===== src/rtl/ep_halt_tracker.sv =====
module ep_halt_tracker #(
  parameter int IF_W = 2
) (
  input  logic              clk,
  input  logic              rst_n,
  input  logic [7:0]        ep_en,
  input  logic [8*IF_W-1:0] ep_if_map,
  input  logic              stall_evt,
  input  logic [2:0]        stall_ep,
  input  logic              setup_evt,
  input  logic              setfeat_evt,
  input  logic [2:0]        setfeat_ep,
  input  logic              clrfeat_evt,
  input  logic [2:0]        clrfeat_ep,
  input  logic              getstat_evt,
  input  logic [2:0]        getstat_ep,
  input  logic              fwdec_evt,
  input  logic              setif_evt,
  input  logic [IF_W-1:0]   setif_num,
  input  logic              setcfg_evt,
  input  logic [7:0]        fw_clr,
  output logic [7:0]        halt_status,
  output logic              send_stall
);

  localparam logic [7:0] OTHER_EPS = 8'b1001_1110;

  logic [7:0] stall_hit, sf_hit, cf_hit, gs_hit, if_hit;
  logic [7:0] set_v, clr_v, other_q;
  logic       feat0_q, mask0_q, mask0_set;

  assign stall_hit = stall_evt   ? (8'd1 << stall_ep)   : 8'd0;
  assign sf_hit    = setfeat_evt ? (8'd1 << setfeat_ep) : 8'd0;
  assign cf_hit    = clrfeat_evt ? (8'd1 << clrfeat_ep) : 8'd0;
  assign gs_hit    = getstat_evt ? (8'd1 << getstat_ep) : 8'd0;

  for (genvar n = 0; n < 8; n++) begin : g_ifm
    assign if_hit[n] = setif_evt && (ep_if_map[n*IF_W +: IF_W] == setif_num);
  end

  assign set_v = stall_hit | sf_hit;
  assign clr_v = cf_hit | fw_clr | if_hit | {8{setcfg_evt}};

  always_ff @(posedge clk) begin
    if (!rst_n) other_q <= 8'd0;
    else        other_q <= (set_v | (other_q & ~clr_v)) & OTHER_EPS;
  end

  assign mask0_set = gs_hit[0] | cf_hit[0] | sf_hit[0] | fwdec_evt;

  always_ff @(posedge clk) begin
    if (!rst_n) begin
      send_stall <= 1'b0;
      feat0_q    <= 1'b0;
      mask0_q    <= 1'b0;
    end else begin
      if (stall_hit[0])                 send_stall <= 1'b1;
      else if (setup_evt)               send_stall <= 1'b0;
      if (sf_hit[0])                    feat0_q <= 1'b1;
      else if (cf_hit[0] || fw_clr[0])  feat0_q <= 1'b0;
      if (mask0_set)                    mask0_q <= 1'b1;
      else if (setup_evt)               mask0_q <= 1'b0;
    end
  end

  logic ep0_halt;
  assign ep0_halt    = send_stall | feat0_q;
  assign halt_status = {other_q[7:1], ep0_halt & ~mask0_q} & ep_en;

  a_r3_stall_raises_flag: assert property (@(posedge clk) disable iff (!rst_n)
    stall_evt && stall_ep == 3'd0 |=> send_stall);

  a_r3_setup_drops_flag: assert property (@(posedge clk) disable iff (!rst_n)
    setup_evt && !(stall_evt && stall_ep == 3'd0) |=> !send_stall);

  a_r4_setup_keeps_feature: assert property (@(posedge clk) disable iff (!rst_n)
    setup_evt && feat0_q && !(clrfeat_evt && clrfeat_ep == 3'd0) && !fw_clr[0] |=> feat0_q);

  a_r5_request_masks_ep0: assert property (@(posedge clk) disable iff (!rst_n)
    (getstat_evt && getstat_ep == 3'd0) || fwdec_evt |=> !halt_status[0]);

  a_r6_config_clears_others: assert property (@(posedge clk) disable iff (!rst_n)
    setcfg_evt && !stall_evt && !setfeat_evt |=> other_q == 8'd0);

  a_r7_config_spares_ep0: assert property (@(posedge clk) disable iff (!rst_n)
    (setcfg_evt || setif_evt) && ep0_halt && !setup_evt && !fw_clr[0]
      && !(clrfeat_evt && clrfeat_ep == 3'd0) |=> ep0_halt);

  a_r2_stall_sets_halt: assert property (@(posedge clk) disable iff (!rst_n)
    stall_evt && stall_ep != 3'd0 && OTHER_EPS[stall_ep] |=> other_q[$past(stall_ep)]);

endmodule


===== config.mk =====
export PLATFORM = sky130hd
export DESIGN_NAME = ep_halt_tracker
export DESIGN_NICKNAME = d
export VERILOG_FILES = /design/src/rtl/ep_halt_tracker.sv
export SDC_FILE = /design/constraint.sdc
export NUM_CORES = 1
export LEC_CHECK = 0
export BUFFER_PORTS_ARGS = -buffer_cell sky130_fd_sc_hd__buf_4
export CORE_ASPECT_RATIO = 0.9
export CORE_MARGIN = 2
export CORE_UTILIZATION = 39
export CTS_BUF_LIST = sky130_fd_sc_hd__clkbuf_8 sky130_fd_sc_hd__clkbuf_16
export CTS_CLUSTER_DIAMETER = 80
export DETAILED_ROUTE_END_ITERATION = 16
export GPL_ROUTABILITY_DRIVEN = 1
export PLACE_DENSITY = 0.84
export SYNTH_ARGS = -nofsm -noshare
export SYNTH_HDL_FRONTEND = slang
export SYNTH_SLANG_ARGS = --single-unit

===== constraint.sdc =====
create_clock -name clk -period 2 [get_ports clk]
set_input_delay 0.1 -clock clk [delete_from_list [all_inputs] [get_ports clk]]
set_output_delay 0.1 -clock clk [all_outputs]
set_load 0.03 [all_outputs]

Word-level counts from Yosys, hierarchy flattened
Index checks and enable logic that the tools add are counted.
- register bits after elaboration: 11
- bits of input ports: 56
- output and inout port bits: 9
- logic and storage cells: 52
- equal/unequal tests: 8
- shift-type cells: 4
- multiplexer cells: 9
- bitwise gates (word level): 14
- reduce and logical (&&, ||, !) cells: 12
- operator list (cell ; count):
    $or A8 B8 Y8 ; 5
    $mux W8 ; 3
    $shl A1 B3 Y8 const A ; 3
    $and A8 B8 Y8 ; 2
    $eq A2 B2 Y1 ; 8
    $logic_and A1 B1 Y1 ; 8
    $not A8 Y8 ; 1
    $mux W1 ; 6
    $reduce_bool A2 Y1 ; 3
    $or A1 B1 Y1 ; 4
    $shl A1 B3 Y1 const A ; 1
    $and A1 B1 Y1 ; 1
    $logic_or A1 B1 Y1 ; 1
    $not A1 Y1 ; 1

Logic depth before layout (Yosys ltp)
- depth in word-level cells: 8
- mapped depth: 4
- gate-level depth less buffers: 3

Least setup slack after synthesis
Ideal clock, no wire load.
- kind: reg2out
- start point: register send_stall
- end point: output port halt_status[0]
- arrival time: 1.308 ns
- required time: 1.900 ns
- path slack: 0.592 ns
- cell stages (with the launch flop): 3
- buffers on the path: 0
- cells stage by stage: dfxtp_1 > nor2_1 > nor3b_1
- word-level cells in the longest chain between the ends: 3
- RTL lines (what ; RTL line ; RTL):
    start: declaration ; 23 ; output logic send_stall
    start signal: assignment ; 53 ; send_stall <= 1'b0;
    start signal: assignment ; 57 ; if (stall_hit[0]) send_stall <= 1'b1;
    start signal: assignment ; 58 ; else if (setup_evt) send_stall <= 1'b0;
    $or A1 B1 Y1 ; 67 ; assign ep0_halt = send_stall | feat0_q;
    $and A1 B1 Y1 ; 68 ; assign halt_status = {other_q[7:1], ep0_halt & ~mask0_q} & ep_en;
    $and A8 B8 Y8 ; 68 ;
    end: declaration ; 22 ; output logic [7:0] halt_status,
Every way passes these cells.

Worst setup path in the final report
Same ends and word-level chain as after synthesis.

==> run_results.csv <==
group,metric,value,unit
cts,cts_buffers,3,
route,wl,2.11,mm
worst_setup_path,reg2reg_from,"other_q[3]$_SDFF_PN0_",
die,die_w,49.2,µm
worst_hold_path,hold_path_class,"input port to register",
synthesis,synth_top_area_share,22.3,%
route,vias,828,
layout,antennaDiodeCount,0,
worst_setup_path,cp-start-kind,"register",
worst_hold_path,holdPathEnd,"other_q[1]$_SDFF_PN0_",
placed_design,port_buffers,52,
global_route,grt-ovfl-total,0,
die,start_util,42.2,%
timing,setup_violations,0,
global_route,grt_pass1_wl,3.45,mm
synthesis,netlist_area,717,µm²
timing,worst_hold_slack,0.106,ns
cts,cts_resized,0,
power_and_ir_drop,power_leakage,0.531,nW
cts,path_clk_slew,0.04,ns
synthesis,yosys.area.top_type,"dfxtp_1",
power_and_ir_drop,vdd_drop_max,0.284,mV
global_route,grt_pass1_vias,821,
job,drv_cap,0,
timing,final-max-slew-violation-count,0,
power_and_ir_drop,power,0.524,mW
power_and_ir_drop,power_density,454,nW/µm²
layout,ff_latch_area,160,µm²
layout,final_cell_mix,"buf_4, nor2_1, xor2_1",
layout,drive_above_1_share,44.4,%
run_status,status,"completed",
worst_setup_path,cp.required,1.90,ns
cts,root_buffer,"clkbuf_8",
synthesis,synthCells,83,
route,vias_per_cell,5.21,
placed_design,placedInstanceArea,1110,µm²
timing,finalCriticalPeriod,1.17,ns
timing,max_freq,854,MHz
cts,cts_buffer_depth,2,
layout,final_common_cell,"buf_4",
layout,fillers,142,
die,io_pins,65,
cts,cts_setup_buffers,0,
global_route,grt.total_usage,20.8,%
worst_setup_path,critPathArrivalTime,1.07,ns
timing,clock_skew,0,ns
cts,clk_latency,0.23,ns
route,wl_per_cell,13.3,µm
worst_setup_path,setup.worst_path.end_class,"primary output",
synthesis,ys_types,28,
die,num_rows,14,
placed_design,routabilityCongestion,0.831,
worst_setup_path,reg2reg_to,"other_q[3]$_SDFF_PN0_",
timing,period_share,58.5,%
timing,setup_tns,0,ns
synthesis,ys_warn_count,0,
die,die_area,2200,µm²
cts,hold_buffers,0,
route,drt_first_pass_iters,4,
die,die_y,44.7,µm
timing,rsz0062_at_grt,"no",
route,dr.first_iter.drc_count,9,
cts,cts_tree,"done",
timing,hold_viol_final,0,
worst_setup_path,path_max_fanout,3,
global_route,grt_max_degree,8,
cts,htreeDepth,1,
layout,design_area,1150,µm²
global_route,antenna_found_initial,0,
layout,fin_util,67.8,%
layout,multi_input_area,519,µm²
worst_setup_path,ff2ff_path_depth,2,
route,drc,0,
synthesis,avgSynthCellArea,8.64,µm²
synthesis,ys_top_cells_by_area,"dfxtp_1, xor2_1, and4bb_1, nor2_1, a221oi_1",
worst_hold_path,hold-path-cell-count,2,
route,ant_nets,0,
worst_setup_path,reg2reg_slack,1.12,ns
layout,area_growth,60.7,%
layout,nets,193,
worst_setup_path,worstSetupPathType,"register to primary output",
cts,cts_sinks,8,
synthesis,ys_ff_latch,8,
synthesis,seq_area_frac_synth,22.3,%
die,core_region_area,1700,µm²
worst_hold_path,hp-start,"setif_evt",
[synthesized netlist by cell type, drive strengths merged]
cell type / number
xor2: 10
o311ai: 2
a211oi: 1
conb: 1
a221oi: 4
and4: 2
a21oi: 2
inv: 3
dfxtp: 8
and4b: 2
nor4: 5
and4bb: 6
nor2: 12
nor2b: 1
buf: 4
o21a: 1
and2: 5
nor4b: 4
nor3: 1
nor3b: 2
nand4bb: 2
nand3: 2
a311oi: 1
nand2: 1
nand4: 1
[routing by layer]
layer | routed length, µm | global-route usage (%) | up-vias
met3 | 155 | 2.70 | 7
met1 | 800 | 22.9 | 355
met2 | 1090 | 38.1 | 43
li1 | - | - | 423
met5 | 0 | 0 | -
met4 | 68 | 13.7 | 0
[layout make-up]
cell class              count  share of cell area [%]
well taps                  24                    2.61
flip-flops and latches      8                    13.9
clock buffers               3                    3.58
multi-input cells          69                    45.1
repair buffers             52                    33.9
inverters                   3                   0.977
[critical path: stages, from the launching register on]
cell and delay, ns:
dfxtp_1 0.35, nor2_1 0.05, nor3b_1 0.23, buf_4 0.21
[kinds of logic after synthesis]
logic type             share of synthesized area [%]
buffers and inverters                           5.76
XOR/XNOR                                        12.2
AND/OR/NAND/NOR                                 47.1
other                                          0.523
flip-flops                                      22.3
AO/OA/AOI/OAI                                   12.0
[power breakdown]
part / internal, mW / switching [mW]
Clock: 0.130 / 0.0618
Combinational: 0.0925 / 0.0695
Sequential: 0.167 / 0.00301
[state kept, by name (all words and copies together), names as in the netlist]
register,count
other_q,5
feat0_q,1
mask0_q,1
send_stall,1
[through the flow]
| step | setup slack (ns) | std cells |
|---|---|---|
| 2_1_floorplan | 0.592 | 84 |
| 3_3_place_gp | 0.976 | 156 |
| 3_5_place_dp | 0.944 | 156 |
| 4_1_cts | 0.845 | 159 |
| 5_1_grt | 0.761 | 159 |
| 6_report | 0.829 | 159 |
[worst max-delay path by stage]
stage                                 to                    start
finish                    halt_status[0]  send_stall$_SDFFE_PN0P_
global route              halt_status[0]     feat0_q$_SDFFE_PN0P_
CTS                       halt_status[0]     feat0_q$_SDFFE_PN0P_
detailed placement  feat0_q$_SDFFE_PN0P_            clrfeat_ep[2]
global placement    feat0_q$_SDFFE_PN0P_            clrfeat_ep[2]
floorplan                 halt_status[0]  send_stall$_SDFFE_PN0P_
Note: power is estimated with default switching activity, not from simulation.
